[src/rtl/txser_pkg.sv]
package txser_pkg;
  localparam int WORD_BITS = 8;
  localparam int WE_BITS   = WORD_BITS / 2;
  localparam int PH_W      = $clog2(WORD_BITS);

  typedef enum logic [1:0] {
    RATIO_8    = 2'd0,
    RATIO_4    = 2'd1,
    RATIO_2    = 2'd2,
    RATIO_RSVD = 2'd3
  } ratio_e;

  // strobes from control to every lane
  typedef struct packed {
    logic            load;          // lane word register captures this edge
    logic [PH_W-1:0] bitSel;        // word bit on the wire in this UI
    logic            weGate;        // enable bit covering this UI
    logic            preambleSlot;  // preamble condition met in this UI
    logic            mode2;         // 2:1 ratio active
  } ser_ctl_t;
endpackage

[src/rtl/txser_ctl.sv]
module txser_ctl
  import txser_pkg::*;
#(
  parameter int LANES = 6
) (
  input  logic               clk,
  input  logic               rstN,
  input  logic [1:0]         ratioSel,
  input  logic [LANES-1:0]   tsrcSel,
  input  logic               preambleOn,
  input  logic [WE_BITS-1:0] weIn,
  output ser_ctl_t           ctl,
  output logic               frameStart,
  output logic               cfgErr
);
  localparam int PAIR_W = PH_W - 1;

  logic [PH_W-1:0]    ph;
  logic [PH_W-1:0]    lastPh;
  logic               mode2;
  logic               mode4;
  logic               rsvd;
  logic               loadNow;
  logic [WE_BITS-1:0] weMasked;
  logic [WE_BITS-1:0] weStage;
  logic [WE_BITS-1:0] weActive;
  logic [PAIR_W-1:0]  pairIdx;
  logic               gateNow;

  always_comb begin
    mode2  = 1'b0;
    mode4  = 1'b0;
    rsvd   = 1'b0;
    lastPh = PH_W'(WORD_BITS - 1);
    case (ratioSel)
      RATIO_8: lastPh = PH_W'(WORD_BITS - 1);
      RATIO_4: begin
        mode4  = 1'b1;
        lastPh = PH_W'(WORD_BITS / 2 - 1);
      end
      RATIO_2: begin
        mode2  = 1'b1;
        lastPh = PH_W'(1);
      end
      default: rsvd = 1'b1;
    endcase
  end

  assign loadNow = (ph >= lastPh);

  // phase counter: reset parks it on the last UI so the first edge loads
  always_ff @(posedge clk or negedge rstN) begin
    if (!rstN) ph <= PH_W'(WORD_BITS - 1);
    else if (loadNow) ph <= '0;
    else ph <= ph + 1'b1;
  end

  // in 4:1 only the lower half of the enable vector carries meaning
  always_comb begin
    for (int i = 0; i < WE_BITS; i++) begin
      weMasked[i] = weIn[i] & (!mode4 || (i < WE_BITS / 2));
    end
  end

  // two-stage enable pipeline: one frame later than the data words
  always_ff @(posedge clk or negedge rstN) begin
    if (!rstN) begin
      weStage  <= '0;
      weActive <= '0;
    end else if (loadNow) begin
      weStage  <= weMasked;
      weActive <= weStage;
    end
  end

  assign pairIdx = ph[PH_W-1:1];
  assign gateNow = weActive[pairIdx];

  always_comb begin
    ctl.load         = loadNow;
    ctl.mode2        = mode2;
    ctl.bitSel       = mode2 ? {ph[0], {(PH_W - 1){1'b0}}} : ph;
    ctl.weGate       = gateNow;
    ctl.preambleSlot = preambleOn && loadNow && !mode2 && weStage[0] && !gateNow;
  end

  assign frameStart = rstN && (ph == '0);
  assign cfgErr     = rsvd || (mode2 && (|tsrcSel));
endmodule

[src/rtl/txser_lane.sv]
module txser_lane
  import txser_pkg::*;
(
  input  logic                 clk,
  input  logic                 rstN,
  input  ser_ctl_t             ctl,
  input  logic [WORD_BITS-1:0] wordIn,
  input  logic                 triIn,
  input  logic                 weSel,
  output logic                 serOut,
  output logic                 triOut
);
  logic [WORD_BITS-1:0] wordReg;
  logic                 useWe;
  logic                 preNow;

  always_ff @(posedge clk or negedge rstN) begin
    if (!rstN) wordReg <= '0;
    else if (ctl.load) wordReg <= wordIn;
  end

  // enable source is refused in 2:1; the lane then follows its own input
  assign useWe  = weSel && !ctl.mode2;
  assign preNow = useWe && ctl.preambleSlot;

  always_comb begin
    serOut = preNow ? wordIn[0] : wordReg[ctl.bitSel];
    if (!useWe) triOut = triIn;
    else if (preNow) triOut = 1'b0;
    else triOut = !ctl.weGate;
  end
endmodule

[src/rtl/txser_top.sv]
module txser_top
  import txser_pkg::*;
#(
  parameter int LANES = 6
) (
  input  logic                       clk,
  input  logic                       rstN,
  input  logic [1:0]                 ratioSel,
  input  logic [LANES-1:0]           tsrcSel,
  input  logic                       preambleOn,
  input  logic [LANES*WORD_BITS-1:0] dataIn,
  input  logic [LANES-1:0]           triIn,
  input  logic [WE_BITS-1:0]         weIn,
  output logic [LANES-1:0]           serOut,
  output logic [LANES-1:0]           triOut,
  output logic                       frameStart,
  output logic                       cfgErr
);
  ser_ctl_t ctl;

  txser_ctl #(.LANES(LANES)) u_ctl (
    .clk        (clk),
    .rstN       (rstN),
    .ratioSel   (ratioSel),
    .tsrcSel    (tsrcSel),
    .preambleOn (preambleOn),
    .weIn       (weIn),
    .ctl        (ctl),
    .frameStart (frameStart),
    .cfgErr     (cfgErr)
  );

  for (genvar g = 0; g < LANES; g++) begin : g_lane
    txser_lane u_lane (
      .clk    (clk),
      .rstN   (rstN),
      .ctl    (ctl),
      .wordIn (dataIn[g*WORD_BITS +: WORD_BITS]),
      .triIn  (triIn[g]),
      .weSel  (tsrcSel[g]),
      .serOut (serOut[g]),
      .triOut (triOut[g])
    );
  end
endmodule

[config.mk]
export PLATFORM = sky130hd
export DESIGN_NAME = txser_top
export DESIGN_NICKNAME = d
export VERILOG_FILES = /design/src/rtl/txser_pkg.sv /design/src/rtl/txser_ctl.sv /design/src/rtl/txser_lane.sv /design/src/rtl/txser_top.sv
export SDC_FILE = /design/constraint.sdc
export NUM_CORES = 1
export LEC_CHECK = 0
export BUFFER_PORTS_ARGS = -buffer_cell sky130_fd_sc_hd__buf_2
export CORE_AREA = 2 2 86 88
export DETAILED_ROUTE_END_ITERATION = 6
export DIE_AREA = 0 0 88 90
export PLACE_DENSITY_LB_ADDON = 0.2
export SYNTH_ARGS = -nofsm -noshare
export SYNTH_HDL_FRONTEND = slang
export SYNTH_SLANG_ARGS = --single-unit
[constraint.sdc]
create_clock -name clk -period 2 [get_ports clk]
set_input_delay 0.1 -clock clk [delete_from_list [all_inputs] [get_ports clk]]
set_output_delay 0.1 -clock clk [all_outputs]
set_load 0.1 [all_outputs]
Yosys cells after proc, flatten, opt, wreduce, memory -nomap -nowiden
Cells that the tools add are included.
Word-level totals
  bits in read-only memories: 0
  logic and storage cells: 81
  register bits after elaboration: 59
  memories kept: 0
  bits in writable memories: 0
  bits of input ports: 69
  bits in latches: 0
Cells by class
  bitwise logic cells: 2
  div/mod/pow operators: 0
  order comparisons: 3
  reductions and logical operators: 26
  mux-type cells: 38
  equality and inequality tests: 2
  shift operators: 0
  add/subtract/negate cells: 1
  multiply operators: 0
Operators with widths (number)
  $mux 1: 28
  $bmux 1 s3: 6
  $logic_and 1x1->1: 18
  $mux 3: 2
  $pmux 3 s2: 1
  $reduce_or 6->1: 1
  $lt 3x4->1 const B: 1
  $add 3x1->3 const B: 1
  $ge 3x3->1: 1
  $logic_not 1->1: 3
  $logic_not 3->1: 1
  $lt 2x3->1 const B: 1
  $reduce_or 3->1: 1
  $and 1x1->1: 2
  $bmux 1 s2: 1
  $eq 2x1->1 const B: 1
  $eq 2x2->1 const B: 1
  $logic_not 2->1: 1
  $logic_or 1x1->1: 1

Depth between registers and ports, before layout
  word-level depth: 10
  depth in mapped cells: 10
  gate-level depth less buffers: 7

Hierarchy
From an unflattened synthesis, not the netlist that was laid out.
Second synthesis, totals
  cells, all modules: 231
  area, all modules: 3095.5 um2
By module, submodules not included
  txser_lane: area each 406.6 um2, times used 6, cells an instance 29
  txser_ctl: area each 655.6 um2, times used 1, cells an instance 57

Worst setup path after synthesis
Ideal clock, no wire load.
  path type: in2out
  start: in ratioSel[0]
  end: out cfgErr
  stages on the path: 5
  buffers on the path: 2
  required time: 1.900 ns
  arrival time: 3.080 ns
  path slack: -1.180 ns
  cell sequence: inv_1 -> ha_1 -> clkbuf_1 -> clkbuf_1 -> o31ai_1
Between the ends
  cells in the longest elaborated chain, start to end: 4
  elaborated cells on any way between the ends: 8
  classes of those cells: eq/ne (2); mux (2); reduce/logical (4)
Ends and longest elaborated chain
  start, declared: line txser_top.sv:8  | input logic [1:0] ratioSel,
  $eq 2x1->1, or another cell as far along: line txser_ctl.sv:35  | case (ratioSel)
  $reduce_or 3->1 (no source line) / $mux 1 (equally long branches)
  $mux 1 / $logic_and 1x1->1 (equally long branches): line txser_ctl.sv:35, txser_ctl.sv:88
  $logic_or 1x1->1 (*): line txser_ctl.sv:88  | assign cfgErr = rsvd || (mode2 && (|tsrcSel));
  end, declared: line txser_top.sv:17  | output logic cfgErr
Mark *: on every way between the ends. The rest lies on a longest branch, timed or not.

Final worst setup path
  start: reg u_ctl.ph[1]
  end: out serOut[1]
Between the ends
  cells in the longest elaborated chain, start to end: 7
  elaborated cells on any way between the ends: 13
  classes of those cells: order compare (1); mux (6); reduce/logical (6)
Ends and longest elaborated chain
  start, declared: line txser_ctl.sv:18  | logic [PH_W-1:0] ph;
  start signal, assigned: line txser_ctl.sv:53  | if (!rstN) ph <= PH_W'(WORD_BITS - 1);
  start signal, assigned: line txser_ctl.sv:55  | else ph <= ph + 1'b1;
  $ge 3x3->1: line txser_ctl.sv:49  | assign loadNow = (ph >= lastPh);
  $logic_and 1x1->1 (4 in series): line txser_ctl.sv:84  | ctl.preambleSlot = preambleOn && loadNow && !mode2 && weStage[0] && !gateNow;
  $logic_and 1x1->1: line txser_lane.sv:24  | assign preNow = useWe && ctl.preambleSlot;
  $mux 1 (*): line txser_lane.sv:27  | serOut = preNow ? wordIn[0] : wordReg[ctl.bitSel];
  end, declared: line txser_top.sv:14  | output logic [LANES-1:0] serOut,
Mark *: on every way between the ends. The rest lies on a longest branch, timed or not. The select of a mux whose other input is x is not followed.

==> impl_metrics.csv <==
group,metric,value,unit
final_layout,fillers,568,
hold_path,whs_path_depth,3,
synthesis,syn-mean-instance-area,8.465,sq um
drt,drc,0,
cts,cts_root_buf,"clkbuf_8",
synthesis,synth_top_area_share,43.11,%
power,internal_power,0.004526,W
hold_path,min_path_type,"input port to register",
synthesis,syn-num-nets,461,
power,p_comb_share,59.9,%
final_layout,drive_above_1_share,29.38,%
synthesis,synth_edf_count,0,
placement,dpl_cell_area,4093,sq um
final_layout,final_common_cell,"nand2_1",
power,netSwitchingFraction,46.06,%
drt,post_drt_wl_per_cell,13.27,um
final_layout,fin_util,69.68,%
power,p_total,0.008392,W
floorplan,ios,83,
cts,insertion_delay,0.33,ns
power,ir_drop,781.9,uV
global_route,grt.total_usage,23.04,%
cts,cts_tree,"done",
worst_setup_path,rr_worst_depth,5,
status,failed_checks,"negative setup slack",
final_layout,layout.nets,603,
global_route,grt_overflow,0,
sta,rsz0062_at_grt,"yes",
final_layout,area_delta_synth_final,50.50,%
synthesis,syn_area,3251,sq um
final_layout,antenna-diode-count,0,
drt,antenna_left,0,
floorplan,start_util,46.30,%
worst_setup_path,worstSetupStartpointType,"register",
final_layout,final-seq-area,1480,sq um
cts,cts.sinks,59,
synthesis,netlist_top_cells_area,"dfrtp_1 (43%), nand2_1 (19%), mux2i_1 (3.7%)",
synthesis,ys_seq_area_share,45.54,%
sta,fin_skew,0.004734,ns
sta,holdWs,0.01332,ns
global_route,grt_pass1_vias,3133,
sta,max_freq,411.2,MHz
sta,setup_viol,12,
placement,gp_congestion,0.8153,
placement,hpwlAfterDp,5.534,mm
cts,post-cts-setup-buffer-count,0,
drt,viasPerCell,4.867,
sta,relSlewSlack,50.97,%
final_layout,final_area,4892,sq um
power,power_density,1715,nW/um^2
cts,cts_buffer_depth,2,
power,seqPwrFrac,25.3,%
worst_setup_path,cp-end-kind,"output pin",
synthesis,synthArstFlopShare,100.0,%
global_route,grt_max_degree,60,
floorplan,die_y,90,um
synthesis,ys.flop_type,"dfrtp_1",
worst_setup_path,critPathRequiredTime,1.90,ns
sta,maxSlewViolCount,0,
floorplan,fp.dieW,88,um
cts,cts_max_level,3,
global_route,grt_first_pass_wirelength,14.37,mm
synthesis,netlist_instances,384,
drt,routed-via-count,3066,
cts,numCtsBuffers,9,
cts,clk_pin_slew_worst_paths,0.07,ns
final_layout,mostFrequentLayoutCells,"nand2_1 (164), buf_2 (68), dfrtp_1 (56)",
drt,drt_wl_total,8.358,mm
power,net-switching-power,0.003866,W
power,power.leakage,2.482,nW
placement,port-buffer-count,82,
status,outcome,"finished with violations",
synthesis,synth_largest_area_cell,"dfrtp_1",
worst_setup_path,cp_max_fo,4,
job,cap_violations,0,
drt,initialDrtViolationCount,147,
floorplan,rows,31,
worst_setup_path,cp.arrival,2.33,ns
sta,hold_viol_final,0,
synthesis,yosys_warnings,0,
floorplan,core,7020,sq um
drt,maxUsedRoutingLayer,"met4",
final_layout,multi_input_area,1649,sq um
worst_setup_path,path_class,"register to output pin",
placement,place_ws,-0.1535,ns
sta,tightest_slew,0.7354,ns
synthesis,ys_seq_elements,59,
drt,route.met2.wl,4.005,mm
drt,wl_met1,3.826,mm
drt,dr.pass1.iters,4,
floorplan,dieArea,7920,sq um
global_route,antenna_found_initial,0,
drt,wl_met3,398,um
sta,setup_ws,-0.4317,ns
power,p_clk_share,14.7,%
synthesis,yosysUniqueCellTypes,40,
sta,fin_crit_sh,121.6,%
sta,period_minus_slack,2.432,ns
repair_timing:
item / 4_1_cts / 5_1_grt
pin swaps: 7 / 0
hold buffers: 50 / 0
gates cloned: 0 / 0
setup endpoints to repair: 14 / 60
endpoints found under the hold margin: 105 / 0
gates resized for setup: 9 / 1
per-stage QoR:
step                      instances  TNS, ns
after global placement          564   -1.166
after floorplan                 384  -0.7859
after global routing            630   -5.986
final                           630   -4.860
after CTS                       630   -4.678
after detailed placement        564   -1.420
final timing paths:
| path | startpoint | endpoint | slack, ns |
|---|---|---|---|
| worst max register to register | u_ctl.ph[2]$_DFF_PN1_ | u_ctl.weStage[2]$_DFFE_PN0N_ | 0.15 |
| max in group asynchronous | rstN | g_lane[3].u_lane.wordReg[0]$_DFFE_PN0N_ | 1.03 |
| worst max-delay path | u_ctl.ph[1]$_DFF_PN1_ | serOut[1] | -0.43 |
| min in group asynchronous | rstN | g_lane[0].u_lane.wordReg[7]$_DFFE_PN0N_ | 0.47 |
| worst min-delay path | dataIn[32] | g_lane[4].u_lane.wordReg[0]$_DFFE_PN0N_ | 0.01 |
| worst min register to register | g_lane[4].u_lane.wordReg[0]$_DFFE_PN0N_ | g_lane[4].u_lane.wordReg[0]$_DFFE_PN0N_ | 0.46 |
Yosys cell counts, types with 2 or more instances:
| master | count |
|---|---|
| a21oi_1 | 2 |
| a22o_1 | 5 |
| a22oi_1 | 5 |
| and2_4 | 5 |
| and3_1 | 2 |
| buf_1 | 3 |
| buf_2 | 5 |
| buf_4 | 13 |
| clkbuf_1 | 10 |
| dfrtp_1 | 56 |
| dfstp_2 | 3 |
| ha_1 | 8 |
| inv_1 | 11 |
| mux2i_1 | 12 |
| nand2_1 | 165 |
| nand2b_1 | 10 |
| nand3_1 | 6 |
| nor2_1 | 6 |
| nor2b_1 | 3 |
| o21ai_0 | 15 |
| o22ai_1 | 5 |
| o31ai_1 | 7 |
| o31ai_2 | 5 |
| o41ai_1 | 6 |
critical path: stages, from the launching register on:
cell      delay, ns
dfstp_2        0.56
mux4_2         0.55
a211oi_4       0.24
buf_4          0.18
nand3_1        0.13
o31ai_4        0.11
buf_12         0.21
power groups by stage:
stage	Combinational, W	Clock (W)	Sequential (W)
floorplan	0.00371	0	0.00206
global placement	0.00477	0	0.00212
detailed placement	0.00484	0	0.00215
CTS	0.00503	0.00126	0.00213
global route	0.00545	0.00131	0.00220
finish	0.00503	0.00124	0.00212
registers in the layout, summed over array words and instances (netlist names):
signal,cells
u_ctl.weActive,4
g_lane.u_lane.wordReg,48
u_ctl.weStage,4
u_ctl.ph,3
metal layers:
metal,up-vias,track usage [%]
li1,1539,-
met1,1428,30.66
met2,87,37.88
met3,12,2.938
met4,0,8.846
met5,-,0
kinds of logic after synthesis:
| kind of cell | share of synthesized area, % |
|---|---|
| AND/OR/NAND/NOR | 26.64 |
| flip-flops | 45.54 |
| AO/OA/AOI/OAI | 12.74 |
| buffers and inverters | 6.890 |
| multiplexers | 4.850 |
| adder cells (fa/ha/maj) | 3.079 |
| XOR/XNOR | 0.2695 |
final cells by class:
class	count	share of cell area, %
tap	99	2.532
sequential	59	30.26
timing repair buffer	163	28.01
clock inverter	4	1.483
inverter	11	0.8440
multi-input combinational	282	33.71
clock buffer	12	3.171
No activity file was read; power rests on OpenSTA's default activity.
